===== config.mk =====
export PLATFORM = sky130hd
export DESIGN_NAME = digit_write_port
export DESIGN_NICKNAME = d
export VERILOG_FILES = /design/src/rtl/dwp_pkg.sv /design/src/rtl/dwp_sync.sv /design/src/rtl/dwp_strobe_timer.sv /design/src/rtl/dwp_digit_bank.sv /design/src/rtl/digit_write_port.sv
export SDC_FILE = /design/constraint.sdc
export NUM_CORES = 1
export LEC_CHECK = 0
export BUFFER_PORTS_ARGS = -buffer_cell sky130_fd_sc_hd__buf_2
export CORE_MARGIN = 2
export CORE_UTILIZATION = 49
export DETAILED_ROUTE_END_ITERATION = 10
export PLACE_DENSITY_LB_ADDON = 0.3
export RECOVER_POWER = 100
export SLEW_MARGIN = 20
export SYNTH_ARGS = -nofsm -noshare
export SYNTH_HDL_FRONTEND = slang
export SYNTH_SLANG_ARGS = --single-unit

===== constraint.sdc =====
create_clock -name clk_i -period 1.8 [get_ports clk_i]
set_input_delay 0.18 -clock clk_i [delete_from_list [all_inputs] [get_ports clk_i]]
set_output_delay 0.18 -clock clk_i [all_outputs]
set_load 0.01 [all_outputs]

===== src/rtl/dwp_pkg.sv =====
package dwp_pkg;

  localparam int CODE_W = 4;
  localparam int SEG_W  = 7;
  localparam int ANN_W  = 2;
  localparam int WORD_W = SEG_W + ANN_W;

  typedef struct packed {
    logic              font_hex;
    logic [ANN_W-1:0]  ann;
    logic [CODE_W-1:0] code;
  } capture_t;

  // segment order in the returned vector: {g,f,e,d,c,b,a}
  function automatic logic [SEG_W-1:0] hex_glyph(input logic [CODE_W-1:0] c);
    case (c)
      4'h0: hex_glyph = 7'h3F;  4'h1: hex_glyph = 7'h06;
      4'h2: hex_glyph = 7'h5B;  4'h3: hex_glyph = 7'h4F;
      4'h4: hex_glyph = 7'h66;  4'h5: hex_glyph = 7'h6D;
      4'h6: hex_glyph = 7'h7D;  4'h7: hex_glyph = 7'h07;
      4'h8: hex_glyph = 7'h7F;  4'h9: hex_glyph = 7'h6F;
      4'hA: hex_glyph = 7'h77;  4'hB: hex_glyph = 7'h7C;
      4'hC: hex_glyph = 7'h39;  4'hD: hex_glyph = 7'h5E;
      4'hE: hex_glyph = 7'h79;  default: hex_glyph = 7'h71;
    endcase
  endfunction

  function automatic logic [SEG_W-1:0] codeb_glyph(input logic [CODE_W-1:0] c);
    case (c)
      4'hA:    codeb_glyph = 7'h40;
      4'hB:    codeb_glyph = 7'h79;
      4'hC:    codeb_glyph = 7'h76;
      4'hD:    codeb_glyph = 7'h38;
      4'hE:    codeb_glyph = 7'h73;
      4'hF:    codeb_glyph = 7'h00;
      default: codeb_glyph = hex_glyph(c);
    endcase
  endfunction

  function automatic logic [WORD_W-1:0] build_word(input capture_t cap);
    logic [SEG_W-1:0] seg;
    seg = cap.font_hex ? hex_glyph(cap.code) : codeb_glyph(cap.code);
    build_word = {cap.ann, seg};
  endfunction

endpackage


===== src/rtl/dwp_sync.sv =====
module dwp_sync #(
  parameter int W      = 2,
  parameter int STAGES = 2
) (
  input  logic         clk,
  input  logic         rst_n,
  input  logic [W-1:0] d,
  output logic [W-1:0] q
);
  logic [STAGES-1:0][W-1:0] chain;

  always_ff @(posedge clk or negedge rst_n) begin
    if (!rst_n) chain <= '1;
    else        chain <= {chain[STAGES-2:0], d};
  end

  assign q = chain[STAGES-1];
endmodule


===== src/rtl/dwp_strobe_timer.sv =====
module dwp_strobe_timer #(
  parameter int PULSE_CYC = 4,
  parameter int GUARD_CYC = 350
) (
  input  logic clk,
  input  logic rst_n,
  input  logic rise,
  output logic pulse_on,
  output logic guard_busy,
  output logic reject_q
);
  localparam int PW = $clog2(PULSE_CYC + 1);
  localparam int GW = $clog2(GUARD_CYC + 1);
  localparam logic [PW-1:0] PULSE_LOAD = PW'(PULSE_CYC);
  localparam logic [GW-1:0] GUARD_LOAD = GW'(GUARD_CYC - 1);

  logic [PW-1:0] pulse_cnt;
  logic [GW-1:0] guard_cnt;
  logic          accept;

  assign guard_busy = (guard_cnt != '0);
  assign pulse_on   = (pulse_cnt != '0);
  assign accept     = rise && !guard_busy;

  always_ff @(posedge clk or negedge rst_n) begin
    if (!rst_n) begin
      pulse_cnt <= '0;
      guard_cnt <= '0;
      reject_q  <= 1'b0;
    end else begin
      reject_q <= rise && guard_busy;
      if (accept) begin
        pulse_cnt <= PULSE_LOAD;
        guard_cnt <= GUARD_LOAD;
      end else begin
        if (pulse_on)   pulse_cnt <= pulse_cnt - 1'b1;
        if (guard_busy) guard_cnt <= guard_cnt - 1'b1;
      end
    end
  end
endmodule


===== src/rtl/dwp_digit_bank.sv =====
module dwp_digit_bank #(
  parameter int AW     = 3,
  parameter int WORD_W = 9
) (
  input  logic                          clk,
  input  logic                          rst_n,
  input  logic                          we,
  input  logic [AW-1:0]                 waddr,
  input  logic [WORD_W-1:0]             wdata,
  output logic [(1<<AW)-1:0]            wr_en,
  output logic [(1<<AW)*WORD_W-1:0]     words
);
  localparam int N = 1 << AW;

  for (genvar i = 0; i < N; i++) begin : g_digit
    logic [WORD_W-1:0] word_q;
    assign wr_en[i] = we && (waddr == AW'(i));
    always_ff @(posedge clk or negedge rst_n) begin
      if (!rst_n)        word_q <= '0;
      else if (wr_en[i]) word_q <= wdata;
    end
    assign words[i*WORD_W +: WORD_W] = word_q;
  end
endmodule


===== src/rtl/digit_write_port.sv =====
module digit_write_port #(
  parameter int AW        = 3,
  parameter int PULSE_CYC = 4,
  parameter int GUARD_CYC = 350,
  parameter bit DUAL_CS   = 1'b1
) (
  input  logic                               clk_i,
  input  logic                               rst_n_i,
  input  logic                               cs_n_i,
  input  logic                               cs2_n_i,
  input  logic [AW-1:0]                      addr_i,
  input  logic [dwp_pkg::CODE_W-1:0]         data_i,
  input  logic [dwp_pkg::ANN_W-1:0]          ann_i,
  input  logic                               font_hex_i,
  output logic [(1<<AW)*dwp_pkg::WORD_W-1:0] disp_o,
  output logic                               strobe_err_o
);
  import dwp_pkg::*;
  localparam int NUM_DIGITS = 1 << AW;

  logic [1:0]            cs_sync;
  logic                  sel_act;
  logic                  sel_prev;
  logic                  strobe_rise;
  logic                  pulse_on;
  logic                  guard_busy;
  logic [NUM_DIGITS-1:0] wr_en;
  capture_t              cap_q;
  logic [AW-1:0]         cap_addr_q;

  dwp_sync #(.W(2), .STAGES(2)) u_sync (
    .clk(clk_i), .rst_n(rst_n_i), .d({cs2_n_i, cs_n_i}), .q(cs_sync)
  );

  if (DUAL_CS) begin : g_dual
    assign sel_act = !cs_sync[0] && !cs_sync[1];
  end else begin : g_single
    assign sel_act = !cs_sync[0];
  end

  assign strobe_rise = sel_prev && !sel_act;

  always_ff @(posedge clk_i or negedge rst_n_i) begin
    if (!rst_n_i) begin
      sel_prev   <= 1'b0;
      cap_q      <= '0;
      cap_addr_q <= '0;
    end else begin
      sel_prev <= sel_act;
      if (sel_act && !pulse_on) begin
        cap_q      <= '{font_hex: font_hex_i, ann: ann_i, code: data_i};
        cap_addr_q <= addr_i;
      end
    end
  end

  dwp_strobe_timer #(.PULSE_CYC(PULSE_CYC), .GUARD_CYC(GUARD_CYC)) u_timer (
    .clk(clk_i), .rst_n(rst_n_i), .rise(strobe_rise),
    .pulse_on(pulse_on), .guard_busy(guard_busy), .reject_q(strobe_err_o)
  );

  dwp_digit_bank #(.AW(AW), .WORD_W(WORD_W)) u_bank (
    .clk(clk_i), .rst_n(rst_n_i), .we(pulse_on), .waddr(cap_addr_q),
    .wdata(build_word(cap_q)), .wr_en(wr_en), .words(disp_o)
  );
endmodule


## Yosys cells after proc, flatten, opt, wreduce, memory -nomap -nowiden

Memory sizes are Yosys's and may differ from the RTL's.
Index checks and enable logic that the tools add are counted.

- Memory bits (read-only): 224
- Memories: 2
- Register bits: 100
- Output and inout bits: 73
- Input port bits: 14

Memory list:

| memory | words | bits a word | rd ports | clocked after Yosys merged registers in | write ports | line | text |
|---|---|---|---|---|---|---|---|
| (name not given) | 16 | 7 | 1 | 0 | 0 | dwp_pkg.sv:16 | `case (c)` |
| (name not given) | 16 | 7 | 1 | 0 | 0 | dwp_pkg.sv:16 |  |

- Add/sub/neg operators: 2
- Equality and inequality tests: 13
- Mux-type cells: 6
- Reductions and logical operators: 23

Operator list:

| kind | number |
|---|---|
| 7-bit one-hot mux with 6 select lines | 1 |
| 4-bit equality test, second input constant | 6 |
| 9-bit two-way mux | 2 |
| 1-bit logical AND | 13 |
| 3-bit equality test, second input constant | 4 |
| 9-bit nonzero test | 1 |
| 9-bit by 1-bit subtractor with 9-bit output, second input constant | 1 |
| 7-bit two-way mux | 1 |
| 3-bit by 2-bit equality test with 1-bit output, second input constant | 2 |
| 3-bit two-way mux | 2 |
| 1-bit logical NOT | 5 |
| 2-bit nonzero test | 2 |
| 3-bit by 1-bit equality test with 1-bit output, second input constant | 1 |
| 3-bit logical NOT | 1 |
| 3-bit nonzero test | 1 |
| 3-bit by 1-bit subtractor with 3-bit output, second input constant | 1 |

## Depth between registers and ports, before layout

Gate-level depths: netlist of the first run.

- Word-level depth: 6
- Gate-level depth with buffers: 8
- Mapped depth without buffers: 6

## By module

A second synthesis of the first run with hierarchy kept.

- Cells, all modules: 316
- Area, all modules: 4,634.4 µm²

Modules (own cells, without submodules):

| module | sequential area each (µm²) | cells an instance | times used | area an instance (µm²) |
|---|---|---|---|---|
| dwp_digit_bank | 1,801.7 | 164 | 1 | 2,994.1 |
| digit_write_port | 275.3 | 80 | 1 | 844.6 |
| dwp_strobe_timer | 325.3 | 66 | 1 | 675.6 |
| dwp_sync | 105.1 | 6 | 1 | 120.1 |

## Worst setup path before layout of the first run

No wires, ideal clock.

- Path kind: reg-to-reg
- From: register cap_q[1] in the netlist's numbering
- To: register u_bank.g_digit[0].word_q[3]
- Slack: 49 ps
- Arrival: 1,686 ps
- Clock period less this slack: 1,751 ps
- Stages on the path, launching flop included: 7
- Required time: 1,735 ps
- Path through: dfrtp_1 inv_1 ha_1 inv_1 mux4_2 o22ai_2 mux2_2

- Word-level cells in the longest chain between the ends: 3
- Elaborated cells on any way between the ends: 10

RTL lines:

| element | line | text |
|---|---|---|
| start, declared | digit_write_port.sv:28 | `capture_t cap_q;` |
| start signal, assigned | digit_write_port.sv:51 | `cap_q <= '{font_hex: font_hex_i, ann: ann_i, code: data_i};` |
| memory read 16 x 7 bit or 4-bit equality test (tied branches) | -- |  |
| 7-bit one-hot mux with 6 select lines | dwp_pkg.sv:29 | `case (c)` |
| 7-bit two-way mux (*) | dwp_pkg.sv:42 | `seg = cap.font_hex ? hex_glyph(cap.code) : codeb_glyph(cap.code);` |
| end signal, assigned | dwp_digit_bank.sv:20 | `else if (wr_en[i]) word_q <= wdata;` |
| end, declared | dwp_digit_bank.sv:16 | `logic [WORD_W-1:0] word_q;` |

Every way passes the cells marked *; elsewhere a longest branch is shown, timed or not.
A chain may end at the register's enable or synchronous reset.

## Worst setup path after layout of the first run

- From: register cap_q[1] in the netlist's numbering
- To: register u_bank.g_digit[4].word_q[3]

- Word-level cells in the longest chain between the ends: 3
- Elaborated cells on any way between the ends: 10

RTL lines:

| element | line |
|---|---|
| memory read 16 x 7 bit or 4-bit equality test (tied branches) | -- |
| 7-bit one-hot mux with 6 select lines | dwp_pkg.sv:29 |
| 7-bit two-way mux (*) | dwp_pkg.sv:42 |
| end signal, assigned | dwp_digit_bank.sv:20 |
| end, declared | dwp_digit_bank.sv:16 |

Marks and branches as above.

==> flow_summary.json, run 1 <==
{
  "drc": 0,
  "drive_above_1_share": 0.4324,
  "die_x_um": 98.81,
  "power.total_mw": 11.85,
  "max_slew.worst_pin.slew_ns": 1.100,
  "fmax_mhz": 539.9,
  "timing.final.crit_period_ns": 1.852,
  "path_class": "reg2reg",
  "crit_arrival_ns": 2.16,
  "cap_violations": 0,
  "grt_pass1_wl_um": 16010,
  "synth_warnings": 0,
  "worstPathMaxFanout": 8,
  "antenna_found_initial": 0,
  "gp_congestion": 0.9025,
  "initial_core_util": 0.5050,
  "cts_buffers": 9,
  "cp.required_ns": 2.11,
  "finalHoldViolations": 0,
  "synth-edff-count": 0,
  "die_area_um2": 9762,
  "num_io_pins": 87,
  "track_usage": 0.2076,
  "io_buffers": 86,
  "firstDrtPassIters": 4,
  "grt_pass1_vias": 3117,
  "min_from": "ann_i[1]",
  "area_growth_syn_to_layout_pct": 26.88,
  "r2r_start": "cap_q[1]",
  "setup_viol": 27,
  "drt_iter0_drc": 113,
  "yosys_register_bits": 100,
  "final_cell_mix": "95 x dfrtp_1, 74 x clkbuf_1, 67 x mux2_2, 24 x buf_4, 17 x nor2_1",
  "power_per_cell_area_nw_per_um2": 2121,
  "wl_per_cell_um": 18.68,
  "holdWs_ns": 0.03627,
  "slew_headroom": 0.2664,
  "async_reset_ff_frac": 1.000,
  "mappedNetlistArea_um2": 4404,
  "antenna_left": 0,
  "vdd_drop_max_mv": 1.004,
  "rows": 34,
  "violations": "negative setup slack",
  "n_fill_cell": 700,
  "via_count": 2996,
  "grt_max_degree": 46,
  "via_per_inst": 5.428,
  "die_h_um": 98.81,
  "final_common_cell": "dfrtp_1",
  "final_nets": 464,
  "cts_max_path_buffers": 2,
  "cts.sinks": 100,
  "cp-startpoint": "cap_q[1]",
  "fin_skew_ns": 0.01746,
  "synthCells": 314,
  "final_max_slew_viol_count": 0,
  "antenna_cells": 0,
  "setup_tns_ns": -0.6992,
  "yosysUniqueCellTypes": 54,
  "dp_slack_ns": -0.1317,
  "outcome": "finished with violations",
  "clkLatencyLatePin_ns": 0.37,
  "worstHoldPathType": "in2reg",
  "core-area_um2": 8721,
  "power.leakage_nw": 2.343,
  "wl_um": 10310,
  "post-route-util": 0.6407,
  "layout_setup_ws_ns": -0.05209,
  "avgSynthCellArea_um2": 14.03,
  "start_kind": "register",
  "clk_pin_slew_ns": 0.12,
  "cts_tree": "done",
  "critPathCaptureType": "register",
  "synthesis.nets": 339,
  "rsz0062_at_grt": "yes",
  "grt_overflow": 0,
  "fin_crit_sh": 1.029,
  "dp_hpwl_um": 6879,
  "yosysSeqAreaShare": 0.5693,
  "ys.flop_type": "dfrtp_1",
  "cts-root-buf": "clkbuf_8",
  "h-tree-depth": 3
}
==> Yosys cell counts, types with 2 or more instances <==
cell type	number	area, um2
nand2_1	9	33.78
nand3_1	2	10.01
buf_6	3	33.78
a31oi_1	2	12.51
nand4b_2	2	30.03
a211oi_1	3	22.52
o22ai_2	2	25.02
buf_4	4	30.03
dfrtp_1	96	2402
nor2_1	17	63.81
dfstp_2	4	105.1
mux2_1	2	22.52
mux2_2	81	912.1
mux2i_1	2	20.02
clkbuf_1	4	15.01
nor3_1	6	30.03
a21boi_0	2	15.01
nor3b_1	4	30.03
ha_1	11	137.6
nor2b_1	3	18.77
inv_1	9	33.78
nor3_2	2	20.02
a21oi_1	5	25.02
nand2b_1	4	25.02
o21ai_0	6	30.03
==> critical path: stages (launching register included) <==
cell     delay (ns)
dfrtp_1        0.45
inv_2          0.11
ha_4           0.28
inv_2          0.03
mux4_2         0.47
o22ai_4        0.25
mux2_4         0.20
==> stage by stage <==
stage,cell area [um2],std cells
global placement,5111,519
detailed placement,5111,519
CTS,5540,545
finish,5588,552
floorplan,4404,314
global route,5588,552
==> cell type report <==
class                   count  area [um2]  share of cell area
multi-input cells         193        2028              0.3630
clock inverters             7       80.08             0.01433
inverters                   9       33.78            0.006046
repair buffers            126       678.2              0.1214
flip-flops and latches    100        2509              0.4489
well taps                 108       135.1             0.02418
clock buffers               9       123.9             0.02217
==> flip-flops by register name, summed over array words and instances (netlist names) <==
register               flops
u_bank.g_digit.word_q     72
u_timer.reject_q           1
u_sync.q                   2
u_timer.pulse_cnt          3
cap_q                      7
cap_addr_q                 3
sel_prev                   1
u_sync.chain               2
u_timer.guard_cnt          9
==> path summary, 6_finish.rpt <==
check,slack [ns],cells after the start,endpoint
setup / recovery,-0.05,6,u_bank.g_digit[4].word_q[3]
hold / removal,0.04,2,cap_q[5]
min in group asynchronous,0.54,2,cap_q[2]
hold reg to reg,0.36,0,u_sync.q[0]
setup reg to reg,-0.05,6,u_bank.g_digit[4].word_q[3]
max in group asynchronous,0.24,3,u_bank.g_digit[1].word_q[4]
==> where the power goes <==
group          total, mW  switching (mW)  internal (mW)
clock network       1.43           0.879          0.553
logic               6.09            3.01           3.08
registers           4.33           0.976           3.35
total               11.9            4.86           6.99
==> routing by layer <==
layer  track usage  vias to the layer above  routed length (um)
met3       0.06738                       16                 602
met1        0.2668                     1530                4497
met4       0.04953                        0                 174
met2        0.3441                       83                5041
met5             0                        -                   0
li1              -                     1367                   -
==> repair_timing <==
action	4_1_cts	5_1_grt
hold buffers	4	0
pin swaps	4	9
resized for setup	28	40
endpoints found under the setup margin	69	74
setup buffers	5	5
cloned	1	2
endpoints found under the hold margin	40	0
==> cells by family (layout without fill, tap and decap cells) <==
| family | count (synthesis) | in the layout | synth area share |
|---|---|---|---|
| DFF | 100 | 100 | 0.5693 |
| muxes | 86 | 86 | 0.2219 |
| and+or+nand+nor | 61 | 61 | 0.08637 |
| AOI/OAI and AO/OA | 33 | 33 | 0.06051 |
| buffers and inverters | 21 | 151 | 0.02670 |
| adders and majority gates | 11 | 11 | 0.03125 |
| xor gates and xnor gates | 2 | 2 | 0.003978 |
Power figures use the tool's default switching activity.
==> run 2, diff against run 1 <==
--- a/config.mk
+++ b/config.mk
@@ -7,11 +7,12 @@
 export LEC_CHECK = 0
 export BUFFER_PORTS_ARGS = -buffer_cell sky130_fd_sc_hd__buf_2
 export CORE_MARGIN = 2
-export CORE_UTILIZATION = 49
+export CORE_UTILIZATION = 50
 export DETAILED_ROUTE_END_ITERATION = 10
 export PLACE_DENSITY_LB_ADDON = 0.3
 export RECOVER_POWER = 100
 export SLEW_MARGIN = 20
 export SYNTH_ARGS = -nofsm -noshare
 export SYNTH_HDL_FRONTEND = slang
+export SYNTH_HIERARCHICAL = 1
 export SYNTH_SLANG_ARGS = --single-unit
==> flow_summary.json, run 2 <==
{
  "outcome": "finished with violations",
  "violations": "negative setup slack",
  "postPlaceCellArea_um2": 5436,
  "slew_headroom": 0.4103,
  "final_common_cell": "dfrtp_1",
  "cts_tree": "done",
  "dp_slack_ns": -0.4890,
  "fin_skew_ns": 0.01165,
  "synthesis.nets": 337,
  "antenna_cells": 0,
  "antenna_found_initial": 0,
  "power.leakage_nw": 2.498,
  "cts-root-buf": "clkbuf_8",
  "initial_core_util": 0.5071,
  "cts.sinks": 100,
  "num_io_pins": 87,
  "fmax_mhz": 497.2,
  "power.total_mw": 11.81,
  "dp_hpwl_um": 6731,
  "antenna_left": 0,
  "comb_power_share": 0.532,
  "start_kind": "register",
  "rows": 35,
  "fin_crit_sh": 1.117,
  "firstDrtPassIters": 4,
  "intPower_mw": 7.310,
  "multiInputGateArea_um2": 2140,
  "p_switching_mw": 4.497,
  "die_h_um": 100.1,
  "post-route-util": 0.6275,
  "finalInstanceArea_um2": 5715,
  "regArea_um2": 2510,
  "mappedNetlistArea_um2": 4619,
  "vdd_drop_max_mv": 0.9326,
  "via_per_inst": 5.215,
  "cts_buffers": 9,
  "instances_no_fill": 554,
  "cap_violations": 0,
  "top_register": "u_bank/g_digit.word_q",
  "final_max_slew_viol_count": 0,
  "grt_pass1_wl_um": 14830,
  "pwr-share-clk": 0.106,
  "area_growth_syn_to_layout_pct": 23.73,
  "worstHoldPathType": "in2reg",
  "power_per_cell_area_nw_per_um2": 2066,
  "avgSynthCellArea_um2": 14.81,
  "wl_um": 9213,
  "max_slew.worst_pin.slew_ns": 0.8846,
  "worstPathMaxFanout": 8,
  "rsz0062_at_grt": "yes",
  "critPathCaptureType": "register",
  "wl_per_cell_um": 16.63,
  "cts_max_path_buffers": 2,
  "via_count": 2889,
  "drc": 0,
  "drive_above_1_share": 0.4086,
  "placed_cells_incl_taps": 529,
  "drt_iter0_drc": 84,
  "die_area_um2": 10020,
  "grt_max_degree": 37,
  "grt_pass1_vias": 2876,
  "sw_frac_of_total": 0.3809,
  "reg2reg_slack_ns": -0.21,
  "layout_setup_ws_ns": -0.2113,
  "gp_congestion": 0.8543,
  "final_cell_mix": "94 x dfrtp_1, 78 x clkbuf_1, 48 x mux2_4, 34 x mux2_2, 26 x buf_4",
  "clk_pin_slew_ns": 0.08,
  "largestRegisters": "u_bank/g_digit.word_q (72), u_timer/guard_cnt (9), cap_q (7)",
  "final_nets": 463,
  "setup_viol": 58,
  "clkLatencyLatePin_ns": 0.35,
  "grt_overflow": 0,
  "largest_reg_flops": 72,
  "n_fill_cell": 754,
  "timing.final.crit_period_ns": 2.011,
  "core-area_um2": 9109,
  "synth_warnings": 6,
  "crit_arrival_ns": 2.25,
  "track_usage": 0.1895,
  "die_x_um": 100.1,
  "h-tree-depth": 3,
  "cp.required_ns": 2.03,
  "synthCells": 312,
  "power_frac_seq": 0.362,
  "path_class": "reg2reg",
  "finalHoldViolations": 0,
  "io_buffers": 86
}
run 2: timing repair:
item                       4_1_cts  5_1_grt
resized for setup               25       12
setup endpoints to repair       57       68
hold endpoints to repair        98        0
hold buffers                     3        0
buffers inserted                 5        1
run 2: worst paths after layout:
kind | cells past startpoint | startpoint | endpoint
setup / recovery | 7 | cap_q[1] | u_bank/g_digit[7].word_q[3]
hold / removal | 3 | data_i[3] | cap_q[3]
setup reg to reg | 7 | cap_q[1] | u_bank/g_digit[7].word_q[3]
min in group asynchronous | 2 | rst_n_i | cap_q[3]
max in group asynchronous | 3 | rst_n_i | cap_q[1]
hold reg to reg | 0 | u_sync/chain[0] | u_sync/q[0]
run 2: cell type report:
type | instances | area share
sequential | 100 | 0.4391
multi-input combinational | 190 | 0.3743
timing repair buffer | 129 | 0.1263
clock buffer | 13 | 0.02605
tap | 111 | 0.02430
inverter | 8 | 0.006130
clock inverter | 3 | 0.003722
run 2: stage by stage:
step	hold WS (ns)	TNS, ns
floorplan	-0.1156	-6.280
global placement	-0.01789	-15.29
detailed placement	-0.01899	-17.97
CTS	0.02822	-8.192
global route	0.04038	-14.90
finish	0.04107	-8.054
run 2: power by group through the flow:
stage | clock (mW) | combinational (mW) | sequential, mW
4_1_cts | 1.31 | 6.48 | 4.25
2_1_floorplan | 0 | 3.70 | 4.41
5_1_grt | 1.38 | 6.79 | 4.42
3_3_place_gp | 0 | 5.81 | 4.23
3_5_place_dp | 0 | 5.95 | 4.28
6_report | 1.25 | 6.28 | 4.27
run 2: worst max-delay path, stage by stage (launching register included):
cell,delay (ns)
dfrtp_2,0.46
inv_4,0.10
ha_4,0.17
o21ai_4,0.06
a211oi_4,0.21
buf_6,0.16
mux4_2,0.42
mux2_4,0.31
run 2: routing by layer:
| layer | vias to the layer above | global-route usage | part of all wire |
|---|---|---|---|
| met4 | 0 | 0.04742 | 0.010 |
| met3 | 8 | 0.04109 | 0.039 |
| met1 | 1450 | 0.2573 | 0.46 |
| met5 | - | 0 | 0 |
| met2 | 55 | 0.3123 | 0.49 |
| li1 | 1376 | - | - |
==> run 3, diff against run 2 <==
--- a/config.mk
+++ b/config.mk
@@ -7,7 +7,8 @@
 export LEC_CHECK = 0
 export BUFFER_PORTS_ARGS = -buffer_cell sky130_fd_sc_hd__buf_2
 export CORE_MARGIN = 2
-export CORE_UTILIZATION = 50
+export CORE_UTILIZATION = 52
+export CTS_BUF_LIST = sky130_fd_sc_hd__clkbuf_8
 export DETAILED_ROUTE_END_ITERATION = 10
 export PLACE_DENSITY_LB_ADDON = 0.3
 export RECOVER_POWER = 100
==> flow_summary.json, run 3 (synthesis gave the netlist of run 2 again) <==
{
  "holdWs_ns": 0.02429,
  "dp_hpwl_um": 6770,
  "gp_congestion": 0.8391,
  "regArea_um2": 2510,
  "n_fill_cell": 682,
  "intPower_mw": 7.312,
  "wl_um": 9667,
  "die_h_um": 98.25,
  "power.leakage_nw": 2.500,
  "final_cell_mix": "94 x dfrtp_1, 74 x clkbuf_1, 47 x mux2_4, 35 x mux2_2, 26 x buf_4",
  "placed_cells_incl_taps": 526,
  "antenna_cells": 0,
  "antenna_left": 0,
  "use_met2": 0.3519,
  "firstDrtPassIters": 4,
  "grt_pass1_vias": 3050,
  "wl_per_cell_um": 17.61,
  "track_usage": 0.2093,
  "initial_core_util": 0.5323,
  "drt_iter0_drc": 110,
  "grt_overflow": 0,
  "grt_max_degree": 42,
  "antenna_found_initial": 0,
  "fin_skew_ns": 0.01424,
  "instances_no_fill": 549,
  "top_usage_layer": "met2",
  "via_count": 2885,
  "fin_crit_sh": 1.112,
  "pwr-share-clk": 0.120,
  "timing.final.crit_period_ns": 2.002,
  "cts_tree": "done",
  "worstHoldPathType": "in2reg",
  "violations": "negative setup slack",
  "finalHoldViolations": 0,
  "setup_viol": 56,
  "crit_slowest_cell": "or4b_4",
  "multiInputGateArea_um2": 2147,
  "power_per_cell_area_nw_per_um2": 2095,
  "power_frac_seq": 0.354,
  "critPathCaptureType": "register",
  "vdd_drop_max_mv": 0.9207,
  "cts_max_path_buffers": 2,
  "comb_power_share": 0.526,
  "fmax_mhz": 499.4,
  "largest_reg_flops": 72,
  "crit_arrival_ns": 2.26,
  "crit_chain": "inv_4 -> ha_4 -> buf_6 -> or4b_4 -> o21ai_4 -> mux2i_4 -> mux2_4",
  "via_per_inst": 5.255,
  "cts_buffers": 9,
  "core-area_um2": 8678,
  "num_io_pins": 87,
  "cp.required_ns": 2.06,
  "path_class": "reg2reg",
  "die_area_um2": 9653,
  "use_met3": 0.03937,
  "grt_pass1_wl_um": 16100,
  "cp_top_family": "simple AND/OR/NAND/NOR gates",
  "die_x_um": 98.25,
  "slew_headroom": 0.3733,
  "p_switching_mw": 4.732,
  "drive_above_1_share": 0.4172,
  "cts-root-buf": "clkbuf_8",
  "cp_num_buf_inv": 2,
  "h-tree-depth": 3,
  "sw_frac_of_total": 0.3929,
  "clkLatencyLatePin_ns": 0.37,
  "layout_setup_ws_ns": -0.2023,
  "final_max_slew_viol_count": 0,
  "io_buffers": 86,
  "start_kind": "register",
  "top_register": "u_bank/g_digit.word_q",
  "rsz0062_at_grt": "yes",
  "area_growth_syn_to_layout_pct": 24.43,
  "setup_tns_ns": -8.106,
  "max_stage_delay_ns": 0.54,
  "cap_violations": 0,
  "worstPathMaxFanout": 8,
  "largestRegisters": "u_bank/g_digit.word_q (72), u_timer/guard_cnt (9), cap_q (7)",
  "final_common_cell": "dfrtp_1",
  "clk_pin_slew_ns": 0.10,
  "rows": 34,
  "cts.sinks": 100,
  "max_slew.worst_pin.slew_ns": 0.9401,
  "grtUsageMet1": 0.2881,
  "outcome": "finished with violations",
  "drc": 0,
  "final_nets": 461
}
run 3: worst min-delay path, stage by stage:
cell and delay [ns]:
buf_2 0.08, nand2_1 0.03, o21ai_0 0.06
run 3: through the flow:
stage | total power [mW] | util | instance area, um2 | setup slack, ns
after floorplan | 8.107 | - | 4671 | -0.1915
after global placement | 10.02 | 0.6275 | 5445 | -0.3012
after detailed placement | 10.25 | 0.6275 | 5445 | -0.3903
after CTS | 12.22 | 0.6723 | 5834 | -0.2172
after global routing | 12.85 | 0.6623 | 5748 | -0.2745
final | 12.04 | 0.6623 | 5748 | -0.2023
run 3: area by class of cell:
cell class	instances	area share
Clock buffer	9	0.02155
Clock inverter	7	0.01350
Inverter	8	0.006095
Multi-Input combinational cell	190	0.3735
Sequential cell	100	0.4367
Tap cell	108	0.02351
Timing Repair Buffer	127	0.1252
run 3: layer usage:
layer | wire length [um] | part of all wire
met3 | 353 | 0.037
met1 | 4363 | 0.45
met2 | 4854 | 0.50
met4 | 95 | 0.0098
met5 | 0 | 0
run 3: worst paths after layout:
check | from | cells after the start | slack (ns) | endpoint
setup / recovery | cap_q[0] | 7 | -0.20 | u_bank/g_digit[6].word_q[4]
hold / removal | data_i[3] | 3 | 0.02 | cap_q[3]
setup reg to reg | cap_q[0] | 7 | -0.20 | u_bank/g_digit[6].word_q[4]
hold reg to reg | u_sync/chain[0] | 0 | 0.36 | u_sync/q[0]
max in group asynchronous | rst_n_i | 3 | 0.27 | u_bank/g_digit[0].word_q[8]
min in group asynchronous | rst_n_i | 2 | 0.48 | u_bank/g_digit[7].word_q[3]
run 3: repair_timing:
| item | CTS | global route |
|---|---|---|
| buffers inserted | 3 | 1 |
| endpoints found under the setup margin | 59 | 66 |
| hold endpoints to repair | 33 | 0 |
| hold buffers | 3 | 0 |
| resized for setup | 29 | 10 |
| pin swaps | 2 | 0 |
run 3: power groups by stage:
stage / logic [mW] / clock network [mW] / registers [mW]
6_report: 6.34 / 1.44 / 4.26
5_1_grt: 6.87 / 1.56 / 4.42
4_1_cts: 6.51 / 1.48 / 4.24
3_5_place_dp: 5.98 / 0 / 4.27
3_3_place_gp: 5.80 / 0 / 4.23
2_1_floorplan: 3.70 / 0 / 4.41
